### src/rtl/bcp_pkg.sv
package bcp_pkg;
   localparam int BYTE_W   = 8;
   localparam int ADDR_W   = 5;
   localparam int ADDR_LSB = 1;

   typedef enum logic [2:0] {
      CMD_READ,
      CMD_WRITE,
      CMD_INSTR,
      CMD_SYNC,
      CMD_RSVD
   } cmd_kind_e;

   // kind field in the top two bits; the two all-ones-high codes are fillers
   function automatic cmd_kind_e classify(input logic [BYTE_W-1:0] b);
      cmd_kind_e k;
      case (b[7:6])
         2'b00:   k = CMD_READ;
         2'b01:   k = CMD_WRITE;
         2'b11:   k = (b[7:1] == 7'h7F) ? CMD_SYNC : CMD_INSTR;
         default: k = CMD_RSVD;
      endcase
      return k;
   endfunction
endpackage

### src/rtl/bcp_sync.sv
module bcp_sync #(
   parameter int          W       = 1,
   parameter int          STAGES  = 2,
   parameter logic [W-1:0] RST_VAL = '0
) (
   input  logic         clk,
   input  logic         rst_n,
   input  logic [W-1:0] async_i,
   output logic [W-1:0] level_o,
   output logic [W-1:0] rise_o,
   output logic [W-1:0] fall_o
);
   for (genvar g = 0; g < W; g++) begin : g_bit
      logic [STAGES-1:0] chain;
      logic              prev;
      always_ff @(posedge clk or negedge rst_n) begin
         if (!rst_n) begin
            chain <= {STAGES{RST_VAL[g]}};
            prev  <= RST_VAL[g];
         end else begin
            chain <= {chain[STAGES-2:0], async_i[g]};
            prev  <= chain[STAGES-1];
         end
      end
      assign level_o[g] = chain[STAGES-1];
      assign rise_o[g]  = chain[STAGES-1] & ~prev;
      assign fall_o[g]  = ~chain[STAGES-1] & prev;
   end
endmodule

### src/rtl/bcp_rx.sv
module bcp_rx
   import bcp_pkg::*;
(
   input  logic              clk,
   input  logic              rst_n,
   input  logic              enable_i,
   input  logic              strobe_i,
   input  logic              bit_i,
   output logic              valid_o,
   output logic [BYTE_W-1:0] byte_o
);
   localparam int CNT_W = $clog2(BYTE_W);

   logic [CNT_W-1:0]  cnt;
   logic [BYTE_W-2:0] shreg;

   always_ff @(posedge clk or negedge rst_n) begin
      if (!rst_n) begin
         cnt     <= '0;
         shreg   <= '0;
         valid_o <= 1'b0;
         byte_o  <= '0;
      end else begin
         valid_o <= 1'b0;
         if (!enable_i) begin
            cnt <= '0;
         end else if (strobe_i) begin
            shreg <= {shreg[BYTE_W-3:0], bit_i};
            if (cnt == CNT_W'(BYTE_W-1)) begin
               cnt     <= '0;
               valid_o <= 1'b1;
               byte_o  <= {shreg, bit_i};
            end else begin
               cnt <= cnt + 1'b1;
            end
         end
      end
   end
endmodule

### src/rtl/bcp_ctrl.sv
module bcp_ctrl
   import bcp_pkg::*;
#(
   parameter int WR_BYTES = 3
) (
   input  logic                       clk,
   input  logic                       rst_n,
   input  logic                       enable_i,
   input  logic                       byte_valid_i,
   input  logic [BYTE_W-1:0]          byte_i,
   output logic                       wr_en_o,
   output logic [ADDR_W-1:0]          wr_addr_o,
   output logic [WR_BYTES*BYTE_W-1:0] wr_data_o,
   output logic                       rd_en_o,
   output logic [ADDR_W-1:0]          rd_addr_o,
   output logic                       tx_load_o,
   output logic                       instr_valid_o,
   output logic [BYTE_W-1:0]          instr_op_o
);
   localparam int WR_W   = WR_BYTES * BYTE_W;
   localparam int LEFT_W = $clog2(WR_BYTES + 1);

   logic              collecting;
   logic [LEFT_W-1:0] left;
   logic [WR_W-1:0]   next_word;
   logic              take;

   assign take = enable_i && byte_valid_i;

   if (WR_BYTES == 1) begin : g_single
      assign next_word = byte_i;
   end else begin : g_multi
      logic [WR_W-BYTE_W-1:0] acc;
      always_ff @(posedge clk or negedge rst_n) begin
         if (!rst_n)                  acc <= '0;
         else if (take && collecting) acc <= next_word[WR_W-BYTE_W-1:0];
      end
      assign next_word = {acc, byte_i};
   end

   always_ff @(posedge clk or negedge rst_n) begin
      if (!rst_n) begin
         collecting    <= 1'b0;
         left          <= '0;
         wr_en_o       <= 1'b0;
         wr_addr_o     <= '0;
         wr_data_o     <= '0;
         rd_en_o       <= 1'b0;
         rd_addr_o     <= '0;
         tx_load_o     <= 1'b0;
         instr_valid_o <= 1'b0;
         instr_op_o    <= '0;
      end else begin
         wr_en_o       <= 1'b0;
         rd_en_o       <= 1'b0;
         instr_valid_o <= 1'b0;
         tx_load_o     <= rd_en_o;
         if (!enable_i) begin
            collecting <= 1'b0;
            left       <= '0;
         end else if (byte_valid_i) begin
            if (collecting) begin
               left <= left - 1'b1;
               if (left == LEFT_W'(1)) begin
                  collecting <= 1'b0;
                  wr_en_o    <= 1'b1;
                  wr_data_o  <= next_word;
               end
            end else begin
               case (classify(byte_i))
                  CMD_READ: begin
                     rd_en_o   <= 1'b1;
                     rd_addr_o <= byte_i[ADDR_LSB +: ADDR_W];
                  end
                  CMD_WRITE: begin
                     collecting <= 1'b1;
                     left       <= LEFT_W'(WR_BYTES);
                     wr_addr_o  <= byte_i[ADDR_LSB +: ADDR_W];
                  end
                  CMD_INSTR: begin
                     instr_valid_o <= 1'b1;
                     instr_op_o    <= byte_i;
                  end
                  default: ;
               endcase
            end
         end
      end
   end
endmodule

### src/rtl/bcp_tx.sv
module bcp_tx
   import bcp_pkg::*;
#(
   parameter int NBYTES = 3
) (
   input  logic                     clk,
   input  logic                     rst_n,
   input  logic                     enable_i,
   input  logic                     load_i,
   input  logic [NBYTES*BYTE_W-1:0] data_i,
   input  logic                     shift_i,
   output logic                     sdo_o
);
   localparam int TX_W  = NBYTES * BYTE_W;
   localparam int CNT_W = $clog2(TX_W + 1);

   logic [TX_W-1:0]  sh;
   logic [CNT_W-1:0] left;

   always_ff @(posedge clk or negedge rst_n) begin
      if (!rst_n) begin
         sh    <= '0;
         left  <= '0;
         sdo_o <= 1'b0;
      end else if (!enable_i) begin
         sh    <= '0;
         left  <= '0;
         sdo_o <= 1'b0;
      end else if (load_i) begin
         sh   <= data_i;
         left <= CNT_W'(TX_W);
      end else if (shift_i) begin
         if (left != '0) begin
            sdo_o <= sh[TX_W-1];
            sh    <= sh << 1;
            left  <= left - 1'b1;
         end else begin
            sdo_o <= 1'b0;
         end
      end
   end
endmodule

### src/rtl/byte_cmd_port.sv
module byte_cmd_port
   import bcp_pkg::*;
#(
   parameter int SYNC_STAGES = 2,
   parameter int WR_BYTES    = 3,
   parameter int RD_BYTES    = 3
) (
   input  logic                       clk,
   input  logic                       rst_n,
   input  logic                       cs_n_i,
   input  logic                       sclk_i,
   input  logic                       sdi_i,
   output logic                       sdo_o,
   output logic                       sdo_oe_o,
   output logic                       reg_wr_en_o,
   output logic [ADDR_W-1:0]          reg_wr_addr_o,
   output logic [WR_BYTES*BYTE_W-1:0] reg_wr_data_o,
   output logic                       reg_rd_en_o,
   output logic [ADDR_W-1:0]          reg_rd_addr_o,
   input  logic [RD_BYTES*BYTE_W-1:0] reg_rd_data_i,
   output logic                       instr_valid_o,
   output logic [BYTE_W-1:0]          instr_op_o
);
   initial begin
      if (SYNC_STAGES < 2)                $error("SYNC_STAGES must be at least 2");
      if (WR_BYTES < 1 || WR_BYTES > 4)   $error("WR_BYTES must lie in 1..4");
      if (RD_BYTES < 1 || RD_BYTES > 4)   $error("RD_BYTES must lie in 1..4");
   end

   // bundle order: {sdi, sclk, cs_n}; chip select idles high
   logic [2:0] lvl, rise, fall;
   logic       active, sclk_rise, sclk_fall, sdi_s;
   logic       unused_edges;
   logic       byte_valid;
   logic [BYTE_W-1:0] rx_byte;
   logic       tx_load;

   bcp_sync #(.W(3), .STAGES(SYNC_STAGES), .RST_VAL(3'b001)) u_sync (
      .clk     (clk),
      .rst_n   (rst_n),
      .async_i ({sdi_i, sclk_i, cs_n_i}),
      .level_o (lvl),
      .rise_o  (rise),
      .fall_o  (fall)
   );

   assign active       = ~lvl[0];
   assign sclk_rise    = rise[1];
   assign sclk_fall    = fall[1];
   assign sdi_s        = lvl[2];
   assign unused_edges = ^{rise[2], rise[0], fall[2], fall[0], lvl[1]};

   always_ff @(posedge clk or negedge rst_n) begin
      if (!rst_n) sdo_oe_o <= 1'b0;
      else        sdo_oe_o <= active;
   end

   bcp_rx u_rx (
      .clk      (clk),
      .rst_n    (rst_n),
      .enable_i (active),
      .strobe_i (sclk_rise),
      .bit_i    (sdi_s),
      .valid_o  (byte_valid),
      .byte_o   (rx_byte)
   );

   bcp_ctrl #(.WR_BYTES(WR_BYTES)) u_ctrl (
      .clk           (clk),
      .rst_n         (rst_n),
      .enable_i      (active),
      .byte_valid_i  (byte_valid),
      .byte_i        (rx_byte),
      .wr_en_o       (reg_wr_en_o),
      .wr_addr_o     (reg_wr_addr_o),
      .wr_data_o     (reg_wr_data_o),
      .rd_en_o       (reg_rd_en_o),
      .rd_addr_o     (reg_rd_addr_o),
      .tx_load_o     (tx_load),
      .instr_valid_o (instr_valid_o),
      .instr_op_o    (instr_op_o)
   );

   bcp_tx #(.NBYTES(RD_BYTES)) u_tx (
      .clk      (clk),
      .rst_n    (rst_n),
      .enable_i (active),
      .load_i   (tx_load),
      .data_i   (reg_rd_data_i),
      .shift_i  (sclk_fall),
      .sdo_o    (sdo_o)
   );
endmodule

### config.mk
export PLATFORM = sky130hd
export DESIGN_NAME = byte_cmd_port
export DESIGN_NICKNAME = d
export VERILOG_FILES = /design/src/rtl/bcp_pkg.sv /design/src/rtl/bcp_sync.sv /design/src/rtl/bcp_rx.sv /design/src/rtl/bcp_ctrl.sv /design/src/rtl/bcp_tx.sv /design/src/rtl/byte_cmd_port.sv
export SDC_FILE = /design/constraint.sdc
export NUM_CORES = 1
export LEC_CHECK = 0
export ABC_AREA = 0
export BUFFER_PORTS_ARGS = -buffer_cell sky130_fd_sc_hd__buf_2
export CAP_MARGIN = 20
export CORE_ASPECT_RATIO = 1.75
export CORE_MARGIN = 3
export CORE_UTILIZATION = 51
export CTS_CLUSTER_SIZE = 20
export DETAILED_ROUTE_END_ITERATION = 12
export GPL_ROUTABILITY_DRIVEN = 0
export HOLD_SLACK_MARGIN = 0.15
export PLACE_DENSITY_LB_ADDON = 0.05
export SYNTH_ARGS = -nofsm -noshare
export SYNTH_HDL_FRONTEND = slang
export SYNTH_SLANG_ARGS = --single-unit
export TNS_END_PERCENT = 5
### constraint.sdc
create_clock -name clk -period 1.7 [get_ports clk]
set_clock_uncertainty 0.15 [all_clocks]
set_input_delay 0.085 -clock clk [delete_from_list [all_inputs] [get_ports clk]]
set_output_delay 0.085 -clock clk [all_outputs]
set_load 0.02 [all_outputs]
==> results_dict.tcl, run 1 <==
set metrics [dict create \
    drc 0 \
    viasPerCell 5.45 \
    initial_core_util_pct 52.9 \
    critPathKind "reg -> reg" \
    nets 570 \
    yosys.area.top_type "dfrtp_1" \
    cts_tree "done" \
    grt_pass1_wl_um 19000 \
    syn-num-nets 426 \
    slew_headroom_pct 55.6 \
    ys_ff_latch 122 \
    die_height_um 138 \
    groute.usage.overall_pct 22.5 \
    synth_top_area_share_pct 59.2 \
    drtIter0Drc 98 \
    syn_inst 392 \
    synth_edf_count 0 \
    worst_pin_slew_ns 0.664 \
    final_cell_mix "120 x dfrtp_1, 74 x buf_2, 64 x mux2_2" \
    setup-tns-final_ns -1.30 \
    multi_input_area_mm2 0.00200 \
    layout-drive-gt1-share_pct 48.5 \
    avgRoutedWirePerCell_um 17.8 \
    fin_ws_ns -0.0839 \
    setup_violations 40 \
    slew_violations 0 \
    postSynthAreaPerCell_um2 12.9 \
    numCtsBuffers 17 \
    grt_overflow 0 \
    fin_hold_ws_ns 0.170 \
    p_per_area_mw_per_mm2 997 \
    yosysSeqAreaShare_pct 60.3 \
    insertion_delay_ns 0.40 \
    dpl.cell_count 604 \
    stdcell_count 671 \
    start_kind "flop" \
    min_period_over_period_pct 105 \
    seq_area_mm2 0.00306 \
    async_reset_ff_share_pct 100 \
    leakage_nw 3.46 \
    die_area_mm2 0.0112 \
    netlist_area_mm2 0.00507 \
    violations "setup timing" \
    synth_area_leaders "dfrtp_1 59%, mux2_2 14%, o21ai_0 2.9%" \
    power.total_w 0.00700 \
    required_ns 1.82 \
    outcome "complete, but fails checks" \
    hold_class "in -> reg" \
    ios 76 \
    nFillCells 663 \
    finalWirelength_um 11900 \
    port_buffers 75 \
    ant_nets 0 \
    num_rows 47 \
    die_w_um 81.4 \
    cts.clk_slew.worst_paths_ns 0.05 \
    cp_max_fo 15 \
    dp_worst_setup_slack_ns -0.148 \
    synth.distinct_cells 44 \
    period_needed_ns 1.78 \
    cts.htree.levels 4 \
    end_kind "flop" \
    hold_violations 0 \
    fmax_mhz 561 \
    crit_arrival_ns 1.90 \
    hpwl_um 7880 \
    cap_violations 0 \
    cts_root_buf "clkbuf_16" \
    dr_total_vias 3660 \
    core_area_mm2 0.00959 \
    vdd_drop_max_mv 1.05 \
    drtPass1Iterations 4 \
    grt_pass1_vias 3913 \
    layout_commonest_cell "dfrtp_1" \
    cts_buffer_depth 2 \
    clock_sinks 122 \
    antenna_found_initial 0 \
    yosys_warnings 0 \
    synth_ff_type "dfrtp_1" \
    rsz0062_at_grt "true" \
    area_growth_pct 38.6 \
    grt_max_degree 44 \
    antenna_cells 0 \
]
-- synthesized netlist by cell type (5+ instances only) --
master	instances
dfrtp_1	120
nor2_1	31
nand2_1	9
clkbuf_1	15
o21ai_0	29
nand3_2	8
a311oi_1	13
o2111a_1	9
mux2_2	64
nand3_1	15
ha_1	5
buf_2	9
inv_1	11
-- layer usage --
| layer | up-vias | wire length, um | track usage [%] |
|---|---|---|---|
| met2 | 85 | 6600 | 39.8 |
| met1 | 1838 | 4660 | 25.4 |
| li1 | 1717 | - | - |
| met5 | - | 0 | 0 |
| met3 | 20 | 444 | 5.98 |
| met4 | 0 | 211 | 8.65 |
-- worst max-delay path: stages, from the launching register on --
cell and delay, ns:
dfrtp_1 0.38, inv_2 0.10, ha_4 0.14, or4b_4 0.50, buf_12 0.18, a21oi_4 0.13, a2111oi_2 0.06
-- cell families (layout without fill, tap and decap cells) --
kind of cell | count (synthesis) | count (layout) | share of synthesized area [%]
buffers and inverters | 39 | 196 | 3.65
multiplexers | 66 | 66 | 14.6
flip-flops | 122 | 122 | 60.3
AO/OA/AOI/OAI | 74 | 74 | 10.5
adder cells (fa/ha/maj) | 5 | 5 | 1.23
AND/OR/NAND/NOR | 86 | 86 | 9.75
-- power breakdown --
part           total [W]  leakage [nW]  switching, W  internal [W]
clock            0.00364         0.283       0.00126       0.00238
sequential       0.00304          1.67     0.0000559       0.00299
combinational   0.000318          1.50      0.000156      0.000162
total            0.00700          3.46       0.00147       0.00553
-- final cells by class --
type	instances	share of cell area [%]
inverters	11	0.588
well taps	122	2.17
clock buffers	22	6.60
repair buffers	153	16.7
flip-flops and latches	122	43.5
clock inverters	10	2.03
multi-input cells	231	28.4
-- stage by stage --
| stage | cell area, um2 | utilization [%] |
|---|---|---|
| after floorplan | 5150 | - |
| after global placement | 5950 | 62.1 |
| after detailed placement | 5950 | 62.1 |
| after CTS | 6890 | 71.9 |
| after global routing | 7030 | 73.3 |
| final | 7030 | 73.3 |
-- state kept, by name, summed over array words and instances, names as in the netlist, 6 cells and up --
register            flops
u_ctrl.wr_data_o       24
u_tx.sh                24
u_ctrl.g_multi.acc     16
u_ctrl.instr_op_o       8
u_rx.byte_o             8
u_rx.shreg              7
u_sync.g_bit.chain      6
-- path summary, 6_finish.rpt --
kind                                                     from                            endpoint  slack (ns)  cells past startpoint
setup / recovery                     u_tx.left[0]$_DFFE_PN0P_            u_tx.left[1]$_DFFE_PN0P_       -0.08                      6
hold / removal                                          sdi_i  u_sync.g_bit[2].chain[0]$_DFF_PN0_        0.17                      2
setup reg to reg                     u_tx.left[0]$_DFFE_PN0P_            u_tx.left[1]$_DFFE_PN0P_       -0.08                      6
hold reg to reg            u_sync.g_bit[2].chain[0]$_DFF_PN0_  u_sync.g_bit[2].chain[1]$_DFF_PN0_        0.21                      0
max in group asynchronous                               rst_n  u_sync.g_bit[0].chain[1]$_DFF_PN1_        0.22                      4
min in group asynchronous                               rst_n    u_ctrl.wr_data_o[11]$_DFFE_PN0P_        0.64                      4
-- repair_timing --
item,4_1_cts,5_1_grt
endpoints found under the setup margin,36,55
gates resized for setup,6,34
hold endpoints to repair,149,0
gates cloned,0,2
pin swaps,9,19
hold buffers,31,0
buffers inserted,0,2
Note: power is estimated with default switching activity, not from simulation.
==> run 2, diff against run 1 <==
--- a/config.mk
+++ b/config.mk
@@ -8,7 +8,7 @@
 export ABC_AREA = 0
 export BUFFER_PORTS_ARGS = -buffer_cell sky130_fd_sc_hd__buf_2
 export CAP_MARGIN = 20
-export CORE_ASPECT_RATIO = 1.75
+export CORE_ASPECT_RATIO = 1.1
 export CORE_MARGIN = 3
 export CORE_UTILIZATION = 51
 export CTS_CLUSTER_SIZE = 20
@@ -19,4 +19,3 @@
 export SYNTH_ARGS = -nofsm -noshare
 export SYNTH_HDL_FRONTEND = slang
 export SYNTH_SLANG_ARGS = --single-unit
-export TNS_END_PERCENT = 5
==> run 2 against run 1 <==
  * The flow still finishes with violations (setup timing)
  * Critical path depth unchanged
  * Critical path type unchanged
  * Clock-buffer cell count shrank 4
  * Register-to-register slack lost 0.02 ns
  * Highest routed layer unchanged
  * Sequential power hardly changed
  * Non-clock buffer count increased by 8
  * Combinational power increased by 3%
  * Largest power group unchanged
  * Sequential share of layout area is 0.63 points lower
  * Total power down 7.1%
==> results_dict.tcl, run 2 (synthesized netlist as in run 1, its figures left out) <==
set metrics [dict create \
    outcome "complete, but fails checks" \
    violations "setup timing" \
    r2r-start "u_tx.left[1]$_DFFE_PN0P_" \
    wl_met3_um 610 \
    hold_violations 0 \
    viasPerCell 5.57 \
    numCtsBuffers 17 \
    antenna_cells 0 \
    grt_pass1_vias 3963 \
    slew_violations 0 \
    reg2reg_to "u_tx.left[1]$_DFFE_PN0P_" \
    initial_core_util_pct 53.2 \
    required_ns 1.94 \
    reg2reg_slack_ns -0.10 \
    cap_violations 0 \
    end_kind "flop" \
    crit_arrival_ns 2.04 \
    die_w_um 101 \
    cp_max_fo 7 \
    port_buffers 75 \
    final_cell_mix "119 x dfrtp_1, 74 x buf_2, 54 x mux2_2" \
    cts_root_buf "clkbuf_8" \
    hold_class "reg -> reg" \
    clock_sinks 122 \
    leakage_nw 3.48 \
    top_layer "met4" \
    grt_overflow 0 \
    fmax_mhz 555 \
    die_height_um 111 \
    area_growth_pct 40.7 \
    cts.htree.levels 4 \
    ant_nets 0 \
    groute.usage.overall_pct 22.1 \
    slew_headroom_pct 56.2 \
    nets 578 \
    rsz0062_at_grt "true" \
    cts_buffer_depth 2 \
    grt_max_degree 60 \
    start_kind "flop" \
    core_area_mm2 0.00954 \
    layout_commonest_cell "dfrtp_1" \
    layout-drive-gt1-share_pct 51.1 \
    grt_pass1_wl_um 19500 \
    drc 0 \
    fin_ws_ns -0.102 \
    setup_violations 28 \
    hpwl_um 7190 \
    num_rows 37 \
    hold_path_depth 0 \
    drtIter0Drc 181 \
    utilization_pct 74.8 \
    ios 76 \
    wl_met2_um 6090 \
    die_area_mm2 0.0112 \
    worst_pin_slew_ns 0.655 \
    wirelength_met1_um 4820 \
    cts_tree "done" \
    dr_total_vias 3748 \
    r2r_cells 6 \
    finalWirelength_um 11700 \
    min_from "u_sync.g_bit[2].chain[0]$_DFF_PN0_" \
    cts.clk_slew.worst_paths_ns 0.06 \
    insertion_delay_ns 0.52 \
    min_to "u_sync.g_bit[2].chain[1]$_DFF_PN0_" \
    critPathKind "reg -> reg" \
    avgRoutedWirePerCell_um 17.4 \
    period_needed_ns 1.80 \
    power.total_w 0.00650 \
    antenna_found_initial 0 \
    p_per_area_mw_per_mm2 912 \
    drtPass1Iterations 4 \
    top_regs "u_ctrl.wr_data_o: 24 flops, u_tx.sh: 24 flops, u_ctrl.g_multi.acc: 16 flops" \
    min_period_over_period_pct 106 \
    vdd_drop_max_mv 0.601 \
]
## run 2: cell types whose count changed in the layout (fill, tap and decap cells not counted), sizes merged
| cell | before | now |
|---|---|---|
| buf | 121 | 127 |
| bufinv | 3 | 0 |
| clkbuf | 23 | 18 |
| clkinv | 3 | 5 |
| clkinvlp | 4 | 6 |
| dlygate4sd3 | 31 | 34 |
| inv | 11 | 13 |
## run 2: area by class of cell
cell class / instances / area, um2
multi-input cells: 231 / 2110
clock buffers: 18 / 428
inverters: 11 / 41.3
well taps: 117 / 146
repair buffers: 161 / 1250
clock inverters: 13 / 98.8
fillers: 647 / 2400
flip-flops and latches: 122 / 3060
## run 2: how the worst max path moves through the flow
stage | startpoint | end | slack, ns | cells after the start
6_report | u_tx.left[1]$_DFFE_PN0P_ | u_tx.left[1]$_DFFE_PN0P_ | -0.10 | 6
3_3_place_gp | u_tx.left[0]$_DFFE_PN0P_ | u_tx.left[2]$_DFFE_PN0P_ | -0.06 | 6
3_5_place_dp | u_tx.left[1]$_DFFE_PN0P_ | u_tx.left[1]$_DFFE_PN0P_ | -0.17 | 6
5_1_grt | u_tx.left[1]$_DFFE_PN0P_ | u_tx.left[1]$_DFFE_PN0P_ | -0.15 | 6
2_1_floorplan | u_tx.left[1]$_DFFE_PN0P_ | u_tx.sh[5]$_DFFE_PN0P_ | -0.03 | 7
4_1_cts | u_tx.left[0]$_DFFE_PN0P_ | u_tx.sh[13]$_DFFE_PN0P_ | -0.08 | 7
## run 2: metal layers
metal / track usage, % / up-vias
met5: 0 / -
met3: 7.20 / 17
met4: 6.91 / 0
met2: 35.8 / 91
met1: 27.9 / 1905
li1: - / 1735
## run 2: worst max-delay path: stages (launching register included)
cell and delay, ns:
dfrtp_1 0.40, inv_2 0.09, ha_4 0.14, or4b_4 0.53, buf_6 0.17, a21oi_4 0.14
a2111oi_2 0.06
## run 2: timing repair
action,in CTS,in global routing
hold endpoints to repair,149,13
setup buffers,4,3
resized for setup,42,31
setup endpoints to repair,45,110
hold buffers,33,2
gates cloned,2,0
pin swaps,24,15
## run 2: per-stage QoR
step	worst slack, ns	setup TNS, ns	hold slack [ns]	cells	area (um2)
finish	-0.102	-1.93	0.196	673	7130
global route	-0.155	-3.71	0.210	673	7130
CTS	-0.0812	-1.73	0.198	669	6980
detailed placement	-0.173	-2.72	-0.179	599	5930
global placement	-0.0628	-1.20	-0.182	599	5930
floorplan	-0.0290	-0.543	-0.361	392	5150
## run 2: power breakdown
part | switching (W) | internal (W)
Sequential | 0.0000576 | 0.00299
Clock | 0.00131 | 0.00182
Combinational | 0.000158 | 0.000169
==> run 3, diff against run 2 <==
--- a/config.mk
+++ b/config.mk
@@ -8,9 +8,11 @@
 export ABC_AREA = 0
 export BUFFER_PORTS_ARGS = -buffer_cell sky130_fd_sc_hd__buf_2
 export CAP_MARGIN = 20
+export CELL_PAD_IN_SITES_DETAIL_PLACEMENT = 0
+export CELL_PAD_IN_SITES_GLOBAL_PLACEMENT = 1
 export CORE_ASPECT_RATIO = 1.1
 export CORE_MARGIN = 3
-export CORE_UTILIZATION = 51
+export CORE_UTILIZATION = 41
 export CTS_CLUSTER_SIZE = 20
 export DETAILED_ROUTE_END_ITERATION = 12
 export GPL_ROUTABILITY_DRIVEN = 0
==> run 3 against run 2 <==
  * The flow still finishes with violations (setup timing)
  * Sequential cell count stayed put
  * Core utilization is 13 points lower
  * Wire length rose by 3.3%
  * Register-to-register slack lost 0.02 ns
  * Die area is 23% higher
  * Fmax shrank 0.90%
  * Critical endpoint is now u_tx.left[2]$_DFFE_PN0P_
==> results_dict.tcl, run 3 (synthesized netlist as in run 1, its figures left out) <==
set metrics [dict create \
    grt_overflow 0 \
    placed_cell_area_mm2 0.00600 \
    cap_violations 0 \
    cts_buffer_depth 2 \
    ant_nets 0 \
    clock_sinks 122 \
    cts.htree.levels 4 \
    worst_pin_slew_ns 0.584 \
    cp_max_fo 5 \
    stdcell_count 708 \
    rsz0062_at_grt "true" \
    reg2reg_slack_ns -0.12 \
    min_to "u_sync.g_bit[2].chain[0]$_DFF_PN0_" \
    groute.usage.overall_pct 18.7 \
    grt_pass1_wl_um 20300 \
    top_regs "u_ctrl.wr_data_o: 24 flops, u_tx.sh: 24 flops, u_ctrl.g_multi.acc: 16 flops" \
    end_kind "flop" \
    cts_tree "done" \
    setup_violations 30 \
    reg2reg_to "u_tx.left[2]$_DFFE_PN0P_" \
    numCtsBuffers 17 \
    r2r_cells 6 \
    p_per_area_mw_per_mm2 961 \
    crit_arrival_ns 1.99 \
    grt_pass1_vias 3958 \
    required_ns 1.87 \
    slew_violations 0 \
    avgRoutedWirePerCell_um 17.1 \
    final_cell_mix "120 x dfrtp_1, 74 x buf_2, 54 x mux2_2" \
    cts_root_buf "clkbuf_16" \
    num_rows 41 \
    period_needed_ns 1.82 \
    initial_core_util_pct 43.0 \
    insertion_delay_ns 0.41 \
    layout_commonest_cell "dfrtp_1" \
    min_from "sdi_i" \
    nets 579 \
    port_buffers 75 \
    cts.clk_slew.worst_paths_ns 0.05 \
    leakage_nw 3.52 \
    viasPerCell 5.22 \
    ios 76 \
    start_kind "flop" \
    hold_class "in -> reg" \
    drtPass1Iterations 4 \
    outcome "complete, but fails checks" \
    design_area_mm2 0.00724 \
    dpl.cell_count 636 \
    drtIter0Drc 145 \
    slew_headroom_pct 60.9 \
    antenna_found_initial 0 \
    dr_total_vias 3697 \
    die_area_mm2 0.0137 \
    area_growth_pct 42.9 \
    min_period_over_period_pct 107 \
    hpwl_um 7760 \
    finalWirelength_um 12100 \
    hold_path_depth 2 \
    vdd_drop_max_mv 0.590 \
    critPathKind "reg -> reg" \
    core_area_mm2 0.0118 \
    antenna_cells 0 \
    die_w_um 112 \
    fin_ws_ns -0.119 \
    r2r-start "u_tx.left[1]$_DFFE_PN0P_" \
    die_height_um 123 \
    hold_violations 0 \
    layout-drive-gt1-share_pct 52.2 \
    grt_max_degree 46 \
    violations "setup timing" \
    fmax_mhz 550 \
    drc 0 \
]
## run 3: cell types whose count changed in the layout (fill, tap and decap cells not counted), moves of 3 or more
cell / change
o21ai_0: +8
buf_4: +6
o21ai_2: -6
dlygate4sd3_1: -5
nand2b_1: -3
nand3_2: +3
## run 3: area by class of cell
class | instances | area (um2)
Tap cell | 150 | 188
Inverter | 11 | 41.3
Timing Repair Buffer | 162 | 1230
Multi-Input combinational cell | 231 | 2130
Fill cell | 975 | 4550
Clock inverter | 9 | 113
Clock buffer | 23 | 488
Sequential cell | 122 | 3060
## run 3: what timing repair did
action                                 4_1_cts  5_1_grt
setup endpoints to repair                   42       63
pin swaps                                   20       18
setup buffers                                6        6
hold buffers                                29        0
endpoints found under the hold margin      149        0
gates cloned                                 2        0
gates resized for setup                     42       25
## run 3: critical path, cell delays in order (launching register included)
cell and delay, ns:
dfrtp_1 0.37, inv_2 0.06, ha_4 0.16, nor4b_4 0.13
buf_4 0.17, or4_4 0.47, a211oi_2 0.22
## run 3: how the worst max path moves through the flow
| stage | from | end | slack [ns] |
|---|---|---|---|
| after CTS | u_tx.left[0]$_DFFE_PN0P_ | u_tx.sh[13]$_DFFE_PN0P_ | -0.10 |
| after floorplan | u_tx.left[1]$_DFFE_PN0P_ | u_tx.sh[5]$_DFFE_PN0P_ | -0.03 |
| after detailed placement | u_tx.left[1]$_DFFE_PN0P_ | u_tx.sh[11]$_DFFE_PN0P_ | -0.12 |
| final | u_tx.left[1]$_DFFE_PN0P_ | u_tx.left[2]$_DFFE_PN0P_ | -0.12 |
| after global placement | u_tx.left[1]$_DFFE_PN0P_ | u_tx.left[2]$_DFFE_PN0P_ | -0.05 |
| after global routing | u_tx.left[0]$_DFFE_PN0P_ | u_tx.sh[11]$_DFFE_PN0P_ | -0.16 |
## run 3: stage by stage
stage	total power [W]	setup slack, ns	util, %	TNS [ns]	hold WS (ns)
after floorplan	0.00319	-0.0290	-	-0.543	-0.361
final	0.00696	-0.119	61.4	-1.83	0.159
after CTS	0.00703	-0.104	60.1	-2.25	0.152
after global routing	0.00719	-0.163	61.4	-4.39	0.162
after global placement	0.00334	-0.0494	50.9	-0.610	-0.125
after detailed placement	0.00335	-0.124	50.9	-1.97	-0.118
## run 3: metal layers
layer	wire length, um	GRT usage (%)	share of wire, %
met2	6170	32.0	51
met4	261	8.94	2.2
met3	479	4.78	4.0
met5	0	0	0
met1	5190	22.3	43
## run 3: power by group
group	internal, W	switching [W]
registers	0.00299	0.0000567
logic	0.000167	0.000157
clock network	0.00232	0.00128
